File: src/rtl/bch_syn_pkg.sv
package bch_syn_pkg;

  localparam int GF_M      = 5;
  localparam logic [GF_M-1:0] GF_POLY_TAIL = 5'b00101; // x^5 + x^2 + 1 without x^5
  localparam int CODE_N    = (1 << GF_M) - 1;
  localparam int NUM_SYN   = 6;

  typedef struct packed {
    logic clear;
    logic shift;
  } synStrobe_t;

  function automatic logic [GF_M-1:0] gfTimesAlpha(input logic [GF_M-1:0] x);
    logic [GF_M-1:0] r;
    r = {x[GF_M-2:0], 1'b0};
    if (x[GF_M-1]) r = r ^ GF_POLY_TAIL;
    return r;
  endfunction

  // multiply by alpha^k for small constant k
  function automatic logic [GF_M-1:0] gfTimesAlphaPow(input logic [GF_M-1:0] x,
                                                        input int k);
    logic [GF_M-1:0] r;
    r = x;
    for (int i = 0; i < NUM_SYN; i++) begin
      if (i < k) r = gfTimesAlpha(r);
    end
    return r;
  endfunction

  function automatic logic [GF_M-1:0] gfMul(input logic [GF_M-1:0] a,
                                            input logic [GF_M-1:0] b);
    logic [GF_M-1:0] acc;
    logic [GF_M-1:0] sh;
    acc = '0;
    sh  = a;
    for (int i = 0; i < GF_M; i++) begin
      if (b[i]) acc = acc ^ sh;
      sh = gfTimesAlpha(sh);
    end
    return acc;
  endfunction

endpackage

File: src/rtl/bch_syn_ctrl.sv
module bch_syn_ctrl
  import bch_syn_pkg::*;
#(
  parameter int CodeLen = CODE_N
) (
  input  logic       clk,
  input  logic       rstN,
  input  logic       startIn,
  input  logic       validIn,
  output synStrobe_t strbOut,
  output logic       doneOut
);

  localparam int CntW = $clog2(CodeLen);
  localparam logic [CntW-1:0] LastIdx = CntW'(CodeLen - 1);

  typedef enum logic {IDLE, RUN} ctrlState_t;

  ctrlState_t state;
  logic [CntW-1:0] bitCnt;
  logic lastBit;

  always_comb begin
    strbOut.clear = startIn;
    strbOut.shift = (state == RUN) && validIn && !startIn;
    lastBit       = strbOut.shift && (bitCnt == LastIdx);
  end

  always_ff @(posedge clk or negedge rstN) begin
    if (!rstN) begin
      state   <= IDLE;
      bitCnt  <= '0;
      doneOut <= 1'b0;
    end else begin
      doneOut <= lastBit;
      if (startIn) begin
        state  <= RUN;
        bitCnt <= '0;
      end else if (lastBit) begin
        state  <= IDLE;
        bitCnt <= '0;
      end else if (strbOut.shift) begin
        bitCnt <= bitCnt + 1'b1;
      end
    end
  end

  // done is a single-cycle pulse
  a_r5_done_single: assert property (@(posedge clk) disable iff (!rstN)
    doneOut |=> !doneOut);

  // after completion the controller accepts nothing until a start
  a_r7_done_idle: assert property (@(posedge clk) disable iff (!rstN)
    doneOut |-> state == IDLE);

  // the bit counter never passes the word length
  a_r3_cnt_bound: assert property (@(posedge clk) disable iff (!rstN)
    bitCnt <= LastIdx);

endmodule

File: src/rtl/bch_syn_dp.sv
module bch_syn_dp
  import bch_syn_pkg::*;
#(
  parameter int FieldW = GF_M,
  parameter int SynCnt = NUM_SYN
) (
  input  logic                          clk,
  input  logic                          rstN,
  input  synStrobe_t                    strbIn,
  input  logic                          bitIn,
  output logic [SynCnt-1:0][FieldW-1:0] synOut,
  output logic                          zeroOut
);

  logic [SynCnt-1:0][FieldW-1:0] synReg;

  for (genvar j = 0; j < SynCnt; j++) begin : g_syn
    logic [FieldW-1:0] stepVal;
    always_comb begin
      stepVal = gfTimesAlphaPow(synReg[j], j + 1);
      stepVal[0] = stepVal[0] ^ bitIn;
    end
    always_ff @(posedge clk or negedge rstN) begin
      if (!rstN)               synReg[j] <= '0;
      else if (strbIn.clear)   synReg[j] <= '0;
      else if (strbIn.shift)   synReg[j] <= stepVal;
    end
  end

  assign synOut  = synReg;
  assign zeroOut = (synReg == '0);

  // a start leaves every syndrome at zero
  a_r2_clear_zero: assert property (@(posedge clk) disable iff (!rstN)
    strbIn.clear |=> (synReg == '0));

  // no strobe, no change
  a_r6_hold: assert property (@(posedge clk) disable iff (!rstN)
    (!strbIn.clear && !strbIn.shift) |=> $stable(synReg));

endmodule

File: src/rtl/bch_syn_top.sv
module bch_syn_top
  import bch_syn_pkg::*;
#(
  parameter int FieldW  = GF_M,
  parameter int SynCnt  = NUM_SYN,
  parameter int CodeLen = CODE_N
) (
  input  logic                          clk,
  input  logic                          rstN,
  input  logic                          startIn,
  input  logic                          validIn,
  input  logic                          bitIn,
  output logic [SynCnt-1:0][FieldW-1:0] synOut,
  output logic                          zeroOut,
  output logic                          doneOut
);

  synStrobe_t strb;

  bch_syn_ctrl #(.CodeLen(CodeLen)) uCtrl (
    .clk(clk), .rstN(rstN), .startIn(startIn), .validIn(validIn),
    .strbOut(strb), .doneOut(doneOut)
  );

  bch_syn_dp #(.FieldW(FieldW), .SynCnt(SynCnt)) uDp (
    .clk(clk), .rstN(rstN), .strbIn(strb), .bitIn(bitIn),
    .synOut(synOut), .zeroOut(zeroOut)
  );

  // even syndromes are squares of the lower ones once a word is complete
  a_r9_square: assert property (@(posedge clk) disable iff (!rstN)
    doneOut |-> (synOut[1] == gfMul(synOut[0], synOut[0]) &&
                 synOut[3] == gfMul(synOut[1], synOut[1]) &&
                 synOut[5] == gfMul(synOut[2], synOut[2])));

  // the zero flag drops whenever a syndrome is nonzero
  a_r10_zero_flag: assert property (@(posedge clk) disable iff (!rstN)
    (synOut != '0) |-> !zeroOut);

endmodule

File: config.mk
export PLATFORM = sky130hd
export DESIGN_NAME = bch_syn_top
export DESIGN_NICKNAME = d
export VERILOG_FILES = /design/src/rtl/bch_syn_pkg.sv /design/src/rtl/bch_syn_ctrl.sv /design/src/rtl/bch_syn_dp.sv /design/src/rtl/bch_syn_top.sv
export SDC_FILE = /design/constraint.sdc
export NUM_CORES = 1
export LEC_CHECK = 0
export BUFFER_PORTS_ARGS = -buffer_cell sky130_fd_sc_hd__clkbuf_2
export CORE_MARGIN = 3
export CORE_UTILIZATION = 58
export CTS_BUF_LIST = sky130_fd_sc_hd__clkbuf_16
export DETAILED_ROUTE_END_ITERATION = 8
export GPL_ROUTABILITY_DRIVEN = 0
export GPL_TIMING_DRIVEN = 0
export PLACE_DENSITY_LB_ADDON = 0.1
export SYNTH_ARGS = -nofsm -noshare
export SYNTH_HDL_FRONTEND = slang
export SYNTH_HIERARCHICAL = 1
export SYNTH_SLANG_ARGS = --single-unit
File: constraint.sdc
create_clock -name clk -period 4 [get_ports clk]
set_input_delay 0.8 -clock clk [delete_from_list [all_inputs] [get_ports clk]]
set_output_delay 0.8 -clock clk [all_outputs]
set_load 0.1 [all_outputs]
==> flow_summary.toml <==
[worst_setup_path]
worst_ep_required_time_ns = 3.20
critPathMaxFanout = 6
critPathBufInv = 1
cp.arrival_ns = 1.81
crit_chain = "nor4_1 -> nand4_1 -> nor2_1 -> clkbuf_2"
start_kind = "register"
ff2ff_path_depth = 5
reg2reg_to = "uDp/synOut[0]$_DFFE_PN0P_"
endpoint_kind = "primary output"
critPathMaxStageDelay_ns = 0.46
cp_slowest_cell = "dfrtp_1"
r2r-start = "uCtrl/state$_DFFE_PN0P_"
critPathKind = "register to primary output"
path_delay_family = "simple AND/OR/NAND/NOR gates"
r2r_slack_ns = 2.42

[hold_path]
min_to = "uCtrl/state$_DFFE_PN0P_"
holdPathStages = 1
worstHoldPathType = "register to register"
min_from = "uCtrl/state$_DFFE_PN0P_"

[cells_and_area]
layout_common_cells = "37 x dfrtp_1, 35 x nor2_1, 34 x clkbuf_2, 12 x xor2_1, 11 x nand2_1"
drive_above_1_share_pct = 25.1
multi_input_area_um2 = 876
syn2layout_area_growth_pct = 19.0
layout.cells.most_common = "dfrtp_1"
fin_nets = 234
n_antenna_cell = 0
register_area_um2 = 926
fillerInstances = 243

[route]
routed_wl_um = 4380
detail_route.vias_per_cell = 5.81
drcViolationCount = 0
vias = 1562
dr.pass1.iters = 4
wire_per_inst_um = 16.3
ant_nets = 0
drtIter0Drc = 81

[clock_tree]
tritoncts = "done"
post_cts_buffers = 0
clock_latency_ns = 0.27
cts_root_buffer = "clkbuf_16"
cts_inserted_buffers = 5
cts_resized = 0
cts_sinks = 37
clk_path_buf_depth = 2
clkTransAtPathRegs_ns = 0.05
htreeDepth = 2
postCtsHoldBufs = 0

[power]
ir_drop_mv = 0.382
p_leak_nw = 1.09
powerDensity_nw_per_um2 = 424
p_sw_share_pct = 31.1
p_int_uw = 648
seq_power_share_pct = 43.2
combPwrFrac_pct = 19.5
clock_power_share_pct = 37.3
switching_power_uw = 292

[global_routing]
overflow = 0
antenna_found_initial = 0
grt_pass1_wl_um = 7670
grt_usage_pct = 24.4
grt_pass1_vias = 1614
grt_max_degree = 38

[floorplanning]
die_area_um2 = 3930
io_pins = 37
fp.coreArea_um2 = 2900
num_rows = 19
fp.dieW_um = 62.7
die-height_um = 62.7
start_util_pct = 64.3

[sta]
final_hold_viol_count = 0
hold_ws_ns = 0.570
min_period_over_period_pct = 65.3
tightest_slew_ns = 0.902
relSlewSlack_pct = 39.9
timing.fmax_ghz = 0.383
slew_viol_final = 0
rsz0062_at_grt = "no"
fin_tns_setup_ns = 0
setup_viol = 0
fin_skew_ns = 0.00317
timing.final.crit_period_ns = 2.61

[synth]
ys_seq_area_share_pct = 49.6
synth_nets = 193
synth_enable_flop_cells = 0
synthFlopType = "dfrtp_1"
yosysWarnings = 6
netlist_area_um2 = 1870
async_flop_share_pct = 100
synth_cells = 186
syn_area_per_cell_um2 = 10.0
ys_ff_latch = 37
synth_cell_types = 30

[place]
dp_hpwl_um = 3060
place.port_buffers = 34

[flow_run]
maxCapViolations = 0

[outcome]
status = "finished, final reports clean"
-- sequential cells by signal, indices dropped and copies added, names as in the netlist --
register,flops
uCtrl/state,1
uDp/synOut,30
uCtrl/bitCnt,5
uCtrl/doneOut,1
-- through the flow --
step / utilization (%) / std cells / total power [mW] / instance area (um^2) / worst slack [ns]
2_1_floorplan: - / 186 / 0.554 / 1870 / 0.659
3_3_place_gp: 72.0 / 262 / 0.589 / 2090 / 1.68
3_5_place_dp: 72.0 / 262 / 0.594 / 2090 / 1.67
4_1_cts: 76.6 / 269 / 0.948 / 2220 / 1.37
5_1_grt: 76.6 / 269 / 0.982 / 2220 / 1.22
6_report: 76.6 / 269 / 0.941 / 2220 / 1.39
-- power by group through the flow --
stage | sequential, mW | combinational, mW | clock [mW]
finish | 0.406 | 0.183 | 0.351
global route | 0.408 | 0.194 | 0.379
CTS | 0.406 | 0.183 | 0.358
global placement | 0.411 | 0.178 | 0
floorplan | 0.485 | 0.0686 | 0
detailed placement | 0.412 | 0.182 | 0
-- how the worst max path moves through the flow --
stage / from / to / depth (start not counted)
2_1_floorplan: uDp/synOut[23]$_DFFE_PN0P_ / zeroOut / 3
3_3_place_gp: uDp/synOut[18]$_DFFE_PN0P_ / zeroOut / 4
3_5_place_dp: uDp/synOut[18]$_DFFE_PN0P_ / zeroOut / 4
4_1_cts: uDp/synOut[18]$_DFFE_PN0P_ / zeroOut / 4
5_1_grt: uDp/synOut[2]$_DFFE_PN0P_ / zeroOut / 4
6_report: uDp/synOut[28]$_DFFE_PN0P_ / zeroOut / 4
-- synthesized netlist by cell type (5+ instances only) --
master / instances / area, um^2
a21oi_1: 8 / 40.0
buf_2: 6 / 30.0
nor2_1: 35 / 131
xnor2_1: 9 / 78.8
dfrtp_1: 37 / 926
a211oi_1: 9 / 67.6
nor4_1: 7 / 43.8
nand2_1: 11 / 41.3
xor2_1: 12 / 105
nand2b_1: 6 / 37.5
mux2i_1: 7 / 70.1
a31o_2: 5 / 43.8
-- final cells by class --
type | instances | share of cell area [%]
Inverter | 2 | 0.338
Clock buffer | 5 | 5.63
Sequential cell | 37 | 41.7
Multi-Input combinational cell | 136 | 39.4
Clock inverter | 2 | 0.338
Timing Repair Buffer | 34 | 7.66
Buffer | 11 | 2.54
Tap cell | 42 | 2.37
-- metal layers --
metal / global-route usage, % / wire length, um / up-vias
met2: 41.9 / 2200 / 53
li1: - / - / 734
met5: 0 / 0 / -
met1: 30.8 / 1850 / 767
met4: 9.09 / 60 / 0
met3: 4.32 / 276 / 8
-- cell families (layout without fill, tap and decap cells) --
| family | count (synthesis) | after routing | share of synthesized area [%] |
|---|---|---|---|
| AO/OA/AOI/OAI | 29 | 29 | 11.4 |
| AND/OR/NAND/NOR | 76 | 76 | 19.7 |
| buffers and inverters | 13 | 54 | 3.42 |
| XOR/XNOR | 22 | 22 | 10.7 |
| adder cells (fa/ha/maj) | 2 | 2 | 1.34 |
| flip-flops | 37 | 37 | 49.6 |
| multiplexers | 7 | 7 | 3.76 |
-- worst reg2reg max path: stages (launching register included) --
cell      delay (ns)
dfrtp_1         0.40
nand2_2         0.14
nor2_1          0.10
buf_2           0.17
clkbuf_1        0.45
a211oi_1        0.17
(Power assumes the default switching activity.)
